<file path="config.mk">
export PLATFORM = sky130hd
export DESIGN_NAME = pllcfg_reg
export DESIGN_NICKNAME = d
export VERILOG_FILES = /design/src/rtl/pllcfg_pkg.sv /design/src/rtl/pllcfg_sync.sv /design/src/rtl/pllcfg_range.sv /design/src/rtl/pllcfg_fields.sv /design/src/rtl/pllcfg_reg.sv
export SDC_FILE = /design/constraint.sdc
export NUM_CORES = 1
export LEC_CHECK = 0
export ABC_AREA = 1
export BUFFER_PORTS_ARGS = -buffer_cell sky130_fd_sc_hd__clkbuf_2
export CAP_MARGIN = 20
export CORE_MARGIN = 2
export CORE_UTILIZATION = 48
export CTS_CLUSTER_DIAMETER = 60
export DETAILED_ROUTE_END_ITERATION = 8
export PLACE_DENSITY = 0.86
export SYNTH_ARGS = -nofsm -noshare
export SYNTH_HDL_FRONTEND = slang
export SYNTH_SLANG_ARGS = --single-unit
</file>
<file path="constraint.sdc">
create_clock -name clk -period 3.2 [get_ports clk]
set_input_delay 0.32 -clock clk [delete_from_list [all_inputs] [get_ports clk]]
set_output_delay 0.32 -clock clk [all_outputs]
set_load 0.05 [all_outputs]
</file>
<file path="src/rtl/pllcfg_pkg.sv">
// Package: shared widths, field positions and reset values for the
// PLL divider configuration register. Assumes a 16-bit register layout.
package pllcfg_pkg;
    localparam int unsigned REG_W   = 16;
    localparam int unsigned Q_W     = 4;
    localparam int unsigned P_W     = 8;
    localparam int unsigned BIT_REF = 15;
    localparam int unsigned BIT_PROT = 14;
    localparam int unsigned Q_LSB   = 8;
    localparam int unsigned P_LSB   = 0;
    localparam logic [Q_W-1:0] Q_RESET = 4'd3;
    localparam logic [P_W-1:0] P_RESET = 8'h47;
    localparam int unsigned Q_MIN_EXCL = 1;
    localparam int unsigned Q_MAX_EXCL = 14;
endpackage

</file>
<file path="src/rtl/pllcfg_sync.sv">
// Multi-stage synchronizer that carries an asynchronous level into the
// clock domain of clk. Assumes the input is a slow level signal, so no
// pulse stretching is needed. Reset drives every stage to 0.
module pllcfg_sync #(
    parameter int unsigned STAGES = 2
) (
    input  logic clk,
    input  logic rst_n,
    input  logic async_in,
    output logic sync_out
);
    logic [STAGES-1:0] stage_q;

    // Shift the sampled level along the chain on each clock.
    generate
        if (STAGES == 1) begin : g_single
            always_ff @(posedge clk) begin
                if (!rst_n) stage_q <= '0;
                else        stage_q <= async_in;
            end
        end else begin : g_chain
            always_ff @(posedge clk) begin
                if (!rst_n) stage_q <= '0;
                else        stage_q <= {stage_q[STAGES-2:0], async_in};
            end
        end
    endgenerate

    assign sync_out = stage_q[STAGES-1];
endmodule

</file>
<file path="src/rtl/pllcfg_range.sv">
// Combinational legality check for a candidate divider pair. A pair is
// legal when Q lies strictly between the two bounds and P exceeds Q + 1.
// Assumes Q_W + 1 <= P_W + 1, so Q + 1 fits the widened comparison.
module pllcfg_range #(
    parameter int unsigned Q_W  = 4,
    parameter int unsigned P_W  = 8,
    parameter int unsigned Q_LO = 1,
    parameter int unsigned Q_HI = 14
) (
    input  logic [Q_W-1:0] q_cand,
    input  logic [P_W-1:0] p_cand,
    output logic           pair_ok
);
    localparam int unsigned CW = (P_W > Q_W ? P_W : Q_W) + 1;
    logic [CW-1:0] q_ext;
    logic [CW-1:0] p_ext;
    logic [CW-1:0] q_plus1;
    logic          q_ok;
    logic          p_ok;

    // Widen both fields and evaluate the three bounds.
    always_comb begin
        q_ext   = CW'(q_cand);
        p_ext   = CW'(p_cand);
        q_plus1 = q_ext + CW'(1);
        q_ok    = (q_ext > CW'(Q_LO)) && (q_ext < CW'(Q_HI));
        p_ok    = p_ext > q_plus1;
        pair_ok = q_ok && p_ok;
    end
endmodule

</file>
<file path="src/rtl/pllcfg_fields.sv">
// Storage for the protect bit, the Q and P fields and the sticky error
// flag. It merges byte-enabled write data with the stored values, and the
// range checker judges the merged pair. The protect bit is judged before
// the write, so a write that sets it still lands its own Q/P pair.
module pllcfg_fields
    import pllcfg_pkg::*;
(
    input  logic             clk,
    input  logic             rst_n,
    input  logic             wr_stb,
    input  logic [1:0]       be,
    input  logic [REG_W-1:0] wdata,
    output logic [Q_W-1:0]   q_val,
    output logic [P_W-1:0]   p_val,
    output logic             prot,
    output logic             err
);
    logic [Q_W-1:0] q_cand;
    logic [P_W-1:0] p_cand;
    logic           pair_ok;
    logic           fld_wr;

    // Merge enabled bytes of the write with the stored fields.
    always_comb begin
        q_cand = be[1] ? wdata[Q_LSB +: Q_W] : q_val;
        p_cand = be[0] ? wdata[P_LSB +: P_W] : p_val;
        fld_wr = wr_stb && (be != 2'b00) && !prot;
    end

    pllcfg_range #(
        .Q_W (Q_W),
        .P_W (P_W),
        .Q_LO(Q_MIN_EXCL),
        .Q_HI(Q_MAX_EXCL)
    ) u_range (
        .q_cand (q_cand),
        .p_cand (p_cand),
        .pair_ok(pair_ok)
    );

    // Protect bit: set by an upper-byte write of 1, cleared only by reset.
    always_ff @(posedge clk) begin
        if (!rst_n)                                   prot <= 1'b0;
        else if (wr_stb && be[1] && wdata[BIT_PROT]) prot <= 1'b1;
    end

    // Divider fields: load a legal merged pair when unprotected.
    always_ff @(posedge clk) begin
        if (!rst_n) begin
            q_val <= Q_RESET;
            p_val <= P_RESET;
        end else if (fld_wr && pair_ok) begin
            q_val <= q_cand;
            p_val <= p_cand;
        end
    end

    // Sticky error: set when an unprotected write brings an illegal pair.
    always_ff @(posedge clk) begin
        if (!rst_n)                  err <= 1'b0;
        else if (fld_wr && !pair_ok) err <= 1'b1;
    end
endmodule

</file>
<file path="src/rtl/pllcfg_reg.sv">
// Top of the PLL divider configuration register. It joins the write
// qualifier, the field storage and the reference synchronizer, and it
// assembles the read word. Reserved bits are tied to 0. Read data is
// available at all times and does not depend on cs.
module pllcfg_reg
    import pllcfg_pkg::*;
#(
    parameter int unsigned SYNC_STAGES = 2
) (
    input  logic             clk,
    input  logic             rst_n,
    input  logic             cs,
    input  logic             wr_en,
    input  logic [1:0]       be,
    input  logic [REG_W-1:0] wdata,
    output logic [REG_W-1:0] rdata,
    input  logic             ref_slow,
    output logic [Q_W-1:0]   q_div,
    output logic [P_W-1:0]   p_div,
    output logic             cfg_err
);
    logic wr_stb;
    logic ref_sync;
    logic prot;

    // Qualify the write strobe with the select.
    assign wr_stb = cs && wr_en;

    pllcfg_sync #(.STAGES(SYNC_STAGES)) u_sync (
        .clk     (clk),
        .rst_n   (rst_n),
        .async_in(ref_slow),
        .sync_out(ref_sync)
    );

    pllcfg_fields u_fields (
        .clk   (clk),
        .rst_n (rst_n),
        .wr_stb(wr_stb),
        .be    (be),
        .wdata (wdata),
        .q_val (q_div),
        .p_val (p_div),
        .prot  (prot),
        .err   (cfg_err)
    );

    // Assemble the read word; unlisted bits stay 0.
    always_comb begin
        rdata                 = '0;
        rdata[BIT_REF]        = ref_sync;
        rdata[BIT_PROT]       = prot;
        rdata[Q_LSB +: Q_W]   = q_div;
        rdata[P_LSB +: P_W]   = p_div;
    end
endmodule

</file>
# Word-level counts from Yosys, hierarchy flattened
# Index checks and enable logic that the tools add are counted.
word_totals:
  out_inout_bits: 29
  romBits: 0
  latchBits: 0
  inputBits: 23
  mem_count: 0
  word_cells: 23
  register_bits: 16
  ram_bits: 0
classes:
  n_div: 0
  eq_ne: 0
  reduce_logical: 12
  bitwise: 0
  n_lt_le_gt_ge: 3
  n_mul: 0
  n_mux: 2
  shifts: 0
  addsub: 1
op_table:
  columns: ["operator", "count"]
  rows:
  - ["$gt A8 B9 Y1", 1]
  - ["$logic_and A1 B1 Y1", 9]
  - ["$mux W8", 1]
  - ["$add A4 B1 Y5 const B", 1]
  - ["$gt A4 B1 Y1 const B", 1]
  - ["$lt A4 B4 Y1 const B", 1]
  - ["$mux W4", 1]
  - ["$logic_not A1 Y1", 2]
  - ["$reduce_bool A2 Y1", 1]

# Logic depth before layout (Yosys ltp)
logic_depth:
  ltp_word: 6
  ltp_mapped: 19
  ltp_nobuf: 17

# By module
# A second synthesis with hierarchy kept.
unflattened:
  cells_unflattened: 205
  hier_area_um2: 1252.5
modules_own_cells:
  columns: ["mod", "seq_area_each_um2", "n_inst", "cells_per_inst", "area_per_inst_um2"]
  rows:
  - ["pllcfg_fields", 280.3, 1, 138, 814.5]
  - ["pllcfg_range", 0.0, 1, 42, 251.5]
  - ["pllcfg_reg", 0.0, 1, 19, 131.4]
  - ["pllcfg_sync", 40.0, 1, 6, 55.1]

# Worst setup path after synthesis
# OpenSTA, ideal clock, no wires.
synth_timing:
  kind: "input -> register"
  start: "input port be[1]"
  end: "register u_fields.p_val[7]"
  setup_time_ns: 0.111
  path_slack_ns: 0.698
  path_buffers: 2
  required_ns: 3.089
  t_arrival_ns: 2.391
  cell_stages: 16
  cell_sequence: "buf_4 -> inv_4 -> or2_2 -> o21ai_0 -> inv_1 -> ha_1 -> xnor2_1 -> ha_1 -> a21oi_1 -> nand2_1 -> nand2_1 -> nand3_2 -> nand3_2 -> buf_6 -> and2_4 -> nor2_2"
synth_between:
  elab_chain_cells: 5
  elab_cells_between_ends: 11
  cone_classes: "add/sub: 1; order compare: 3; mux: 1; reduce/logical: 6"
synth_lines:
  columns: ["element", "line", "text"]
  rows:
  - ["from (decl)", "pllcfg_reg.sv:14", "input logic [1:0] be,"]
  - ["$mux W4 *", "pllcfg_fields.sv:25", "q_cand = be[1] ? wdata[Q_LSB +: Q_W] : q_val;"]
  - ["net u_fields.q_cand[0]", "pllcfg_fields.sv:18", "logic [Q_W-1:0] q_cand;"]
  - ["$add A4 B1 Y5 (tied with other cells)", "pllcfg_range.sv:25", "q_plus1 = q_ext + CW'(1);"]
  - ["$gt A8 B9 Y1 / $logic_and A1 B1 Y1 (equally long branches)", "pllcfg_range.sv:27, pllcfg_range.sv:26", null]
  - ["$logic_and A1 B1 Y1 *", "pllcfg_range.sv:28", "pair_ok = q_ok && p_ok;"]
  - ["$logic_and A1 B1 Y1 *", "pllcfg_fields.sv:52", "end else if (fld_wr && pair_ok) begin"]
  - ["to (signal assigned)", "pllcfg_fields.sv:54", "p_val <= p_cand;"]
  - ["to (decl)", "pllcfg_fields.sv:14", "output logic [P_W-1:0] p_val,"]
# Mark *: on every way through the listed nets, which the timed path passes. The rest lies on a longest branch.
# A chain may end at the register's enable or synchronous reset.

# Worst setup path in the final report
layout_timing:
  start: "input port be[1]"
  end: "register u_fields.q_val[2]"
layout_between:
  elab_chain_cells: 5
  elab_cells_between_ends: 11
  cone_classes: "add/sub: 1; order compare: 3; mux: 1; reduce/logical: 6"
layout_lines:
  columns: ["element", "line", "text"]
  rows:
  - ["$mux W4 *", "pllcfg_fields.sv:25", null]
  - ["net u_fields.q_cand[0]", "pllcfg_fields.sv:18", null]
  - ["$add A4 B1 Y5 (tied with other cells)", "pllcfg_range.sv:25", null]
  - ["$gt A8 B9 Y1 / $logic_and A1 B1 Y1 (equally long branches)", "pllcfg_range.sv:27, pllcfg_range.sv:26", null]
  - ["$logic_and A1 B1 Y1 *", "pllcfg_range.sv:28", null]
  - ["$logic_and A1 B1 Y1 *", "pllcfg_fields.sv:52", null]
  - ["to (signal assigned)", "pllcfg_fields.sv:53", "q_val <= q_cand;"]
  - ["to (decl)", "pllcfg_fields.sv:13", "output logic [Q_W-1:0] q_val,"]
# Marked as above.

==> reports/metrics.yaml <==
status:
  status: "finished clean"
layout:
  syn2layout_area_growth_pct: 12.6
  drive_above_1_share_pct: 33.2
  final_common_cell: "nand2_1"
  nets: 249
  num_antenna_cells: 0
  fin_util_pct: 57.1
  layout_common_cells: "nand2_1, clkbuf_2, inv_1"
  fillers: 265
clock_tree:
  cts-buffers-inserted: 3
  cts_resized: 0
  clkSinkCount: 16
  clk_pin_slew_worst_paths_ns: 0.09
  clk_latency_ns: 0.29
  cts_setup_buffers: 0
  cts_tree: "built"
  root_buffer: "clkbuf_4"
  clockBufferDepth: 2
  htree_levels: 1
  cts_hold_buf: 0
drt:
  drt-met1-wl_um: 1110
  top_layer_used: "met4"
  routed_wl_um: 2410
  dr_total_vias: 1163
  route.met3.wl_um: 124
  antenna_left: 0
  drc: 0
  dr.first_iter.drc_count: 18
  vias_per_cell: 4.71
  wl_per_cell_um: 9.77
  route.met2.wl_um: 1150
  first_pass_iters: 4
critical_path:
  critPathRequiredTime_ns: 3.42
  cp.arrival_ns: 2.78
  critical_path_class: "input pin to flop"
  worst_setup_path_start_kind: "input pin"
  end_kind: "flop"
  worstPathMaxFanout: 13
  r2r_slack_ns: 0.65
power:
  power.density_nw_per_um2: 438
  max-vdd-ir-drop_v: 0.000247
  leakagePower_nw: 0.822
synth:
  syn_area_sq_um: 1260
  async_flop_share_pct: 0
  synth_edf_count: 0
  synth-seq-cells: 16
  ys_types: 25
  syn_avg_cell_area_sq_um: 6.75
  yosysWarnings: 0
  synth_cells: 186
  synth-seq-area-share_pct: 25.5
  synthFlopType: "dfxtp_1"
place:
  io_buffers: 46
  place_congestion: 0.896
  place_hpwl_um: 1860
worst_hold_path:
  hold_path.class: "input pin to flop"
sta:
  fmax_ghz: 0.390
  period_needed_ns: 2.56
  clock_skew_ns: 0.00867
  slew_viol_final: 0
  grt_setup_unrepaired: "false"
  setup_viol: 0
  finalSetupTns_ns: 0
  finalHoldViolations: 0
  fin_crit_sh_pct: 80.1
floorplanning:
  floorplan.initialDensity_pct: 50.7
  die_h_um: 55.2
  coreArea_sq_um: 2480
  dieArea_sq_um: 3040
  die_w_um: 55.2
  io_pins: 52
  rows: 18
flow_run:
  drv_cap: 0
global_routing:
  grt_max_degree: 16
  grt.total_usage_pct: 18.5
  grt_pass1_wl_um: 4030
  antenna_found_initial: 0
  globalRouteOverflowTotal: 0
  grt_pass1_vias: 951
per-stage QoR:
step | setup WS, ns | instance area (sq um) | hold WS [ns] | total power, W | instances
3_3_place_gp | 0.399 | 1380 | 0.399 | 0.000485 | 243
5_1_grt | 0.356 | 1420 | 0.207 | 0.000667 | 247
3_5_place_dp | 0.342 | 1380 | 0.405 | 0.000490 | 243
6_report | 0.636 | 1420 | 0.211 | 0.000619 | 247
4_1_cts | 0.644 | 1420 | 0.198 | 0.000628 | 247
2_1_floorplan | 0.698 | 1260 | 0.390 | 0.000454 | 187
area by class of cell:
class | instances | area, sq um | area share [%]
Inverter | 26 | 103 | 7.25
Sequential cell | 16 | 320 | 22.6
Multi-Input combinational cell | 122 | 666 | 47.0
Clock buffer | 4 | 36.3 | 2.56
Timing Repair Buffer | 49 | 253 | 17.9
Tap cell | 30 | 37.5 | 2.65
flip-flops by register name, summed over array words and instances (netlist names):
name,count
u_fields.err,1
u_fields.q_val,4
u_fields.p_val,8
u_sync.stage_q,2
u_fields.prot,1
final timing paths:
check,start,end,cells past startpoint
worst max-delay path,be[1],u_fields.q_val[2],17
worst min-delay path,ref_slow,u_sync.stage_q[0],3
worst max register to register,u_fields.q_val[0],u_fields.q_val[2],14
worst min register to register,u_sync.stage_q[0],u_sync.stage_q[1],2
cells by family (layout without fill, tap and decap cells):
group                    Yosys count  in the layout  synth area share, %
AND/OR/NAND/NOR                  101            101                 39.4
buffers and inverters             49             79                 21.8
flip-flops                        16             16                 25.5
AO/OA/AOI/OAI                      9              9                 3.59
adder cells (fa/ha/maj)            8              8                 7.97
XOR/XNOR                           2              2                 1.39
other                              1              2                0.299
Yosys cell counts, types with 2 or more instances:
| cell | n | share of area [%] |
|---|---|---|
| nand2_1 | 50 | 15 |
| inv_1 | 24 | 7.2 |
| buf_4 | 18 | 11 |
| dfxtp_1 | 16 | 25 |
| nand3_1 | 12 | 4.8 |
| nand4_1 | 12 | 6.0 |
| ha_1 | 8 | 8.0 |
| nor2_1 | 7 | 2.1 |
| a21oi_1 | 5 | 2.0 |
| nand2_2 | 4 | 2.0 |
| o21ai_0 | 4 | 1.6 |
| or2_2 | 4 | 2.0 |
| nand3_2 | 3 | 2.4 |
| nor2_2 | 3 | 1.5 |
| and2_1 | 2 | 1.0 |
| and2_4 | 2 | 1.4 |
| buf_2 | 2 | 0.80 |
| buf_6 | 2 | 1.8 |
| inv_4 | 2 | 1.0 |
routing by layer:
layer | vias up | track usage [%]
met5 | - | 0
met4 | 0 | 8.94
met3 | 4 | 2.69
met2 | 30 | 29.8
met1 | 502 | 24.1
li1 | 627 | -
power by group:
group	internal (W)	switching, W
Combinational	0.0000755	0.000185
Sequential	0.000213	0.0000108
Clock	0.0000693	0.0000653
Total	0.000358	0.000261
worst max-delay path, stage by stage:
cell,delay [ns]
clkbuf_2,0.18
inv_4,0.07
or2_2,0.26
o21ai_0,0.16
inv_1,0.16
ha_1,0.25
xnor2_1,0.13
ha_1,0.29
nand2_1,0.05
inv_1,0.06
nand2_1,0.05
nand2_1,0.06
nand2_1,0.07
nand3_2,0.09
nand3_2,0.23
and2_1,0.22
nor2_1,0.10
Note: power is estimated with default switching activity, not from simulation.
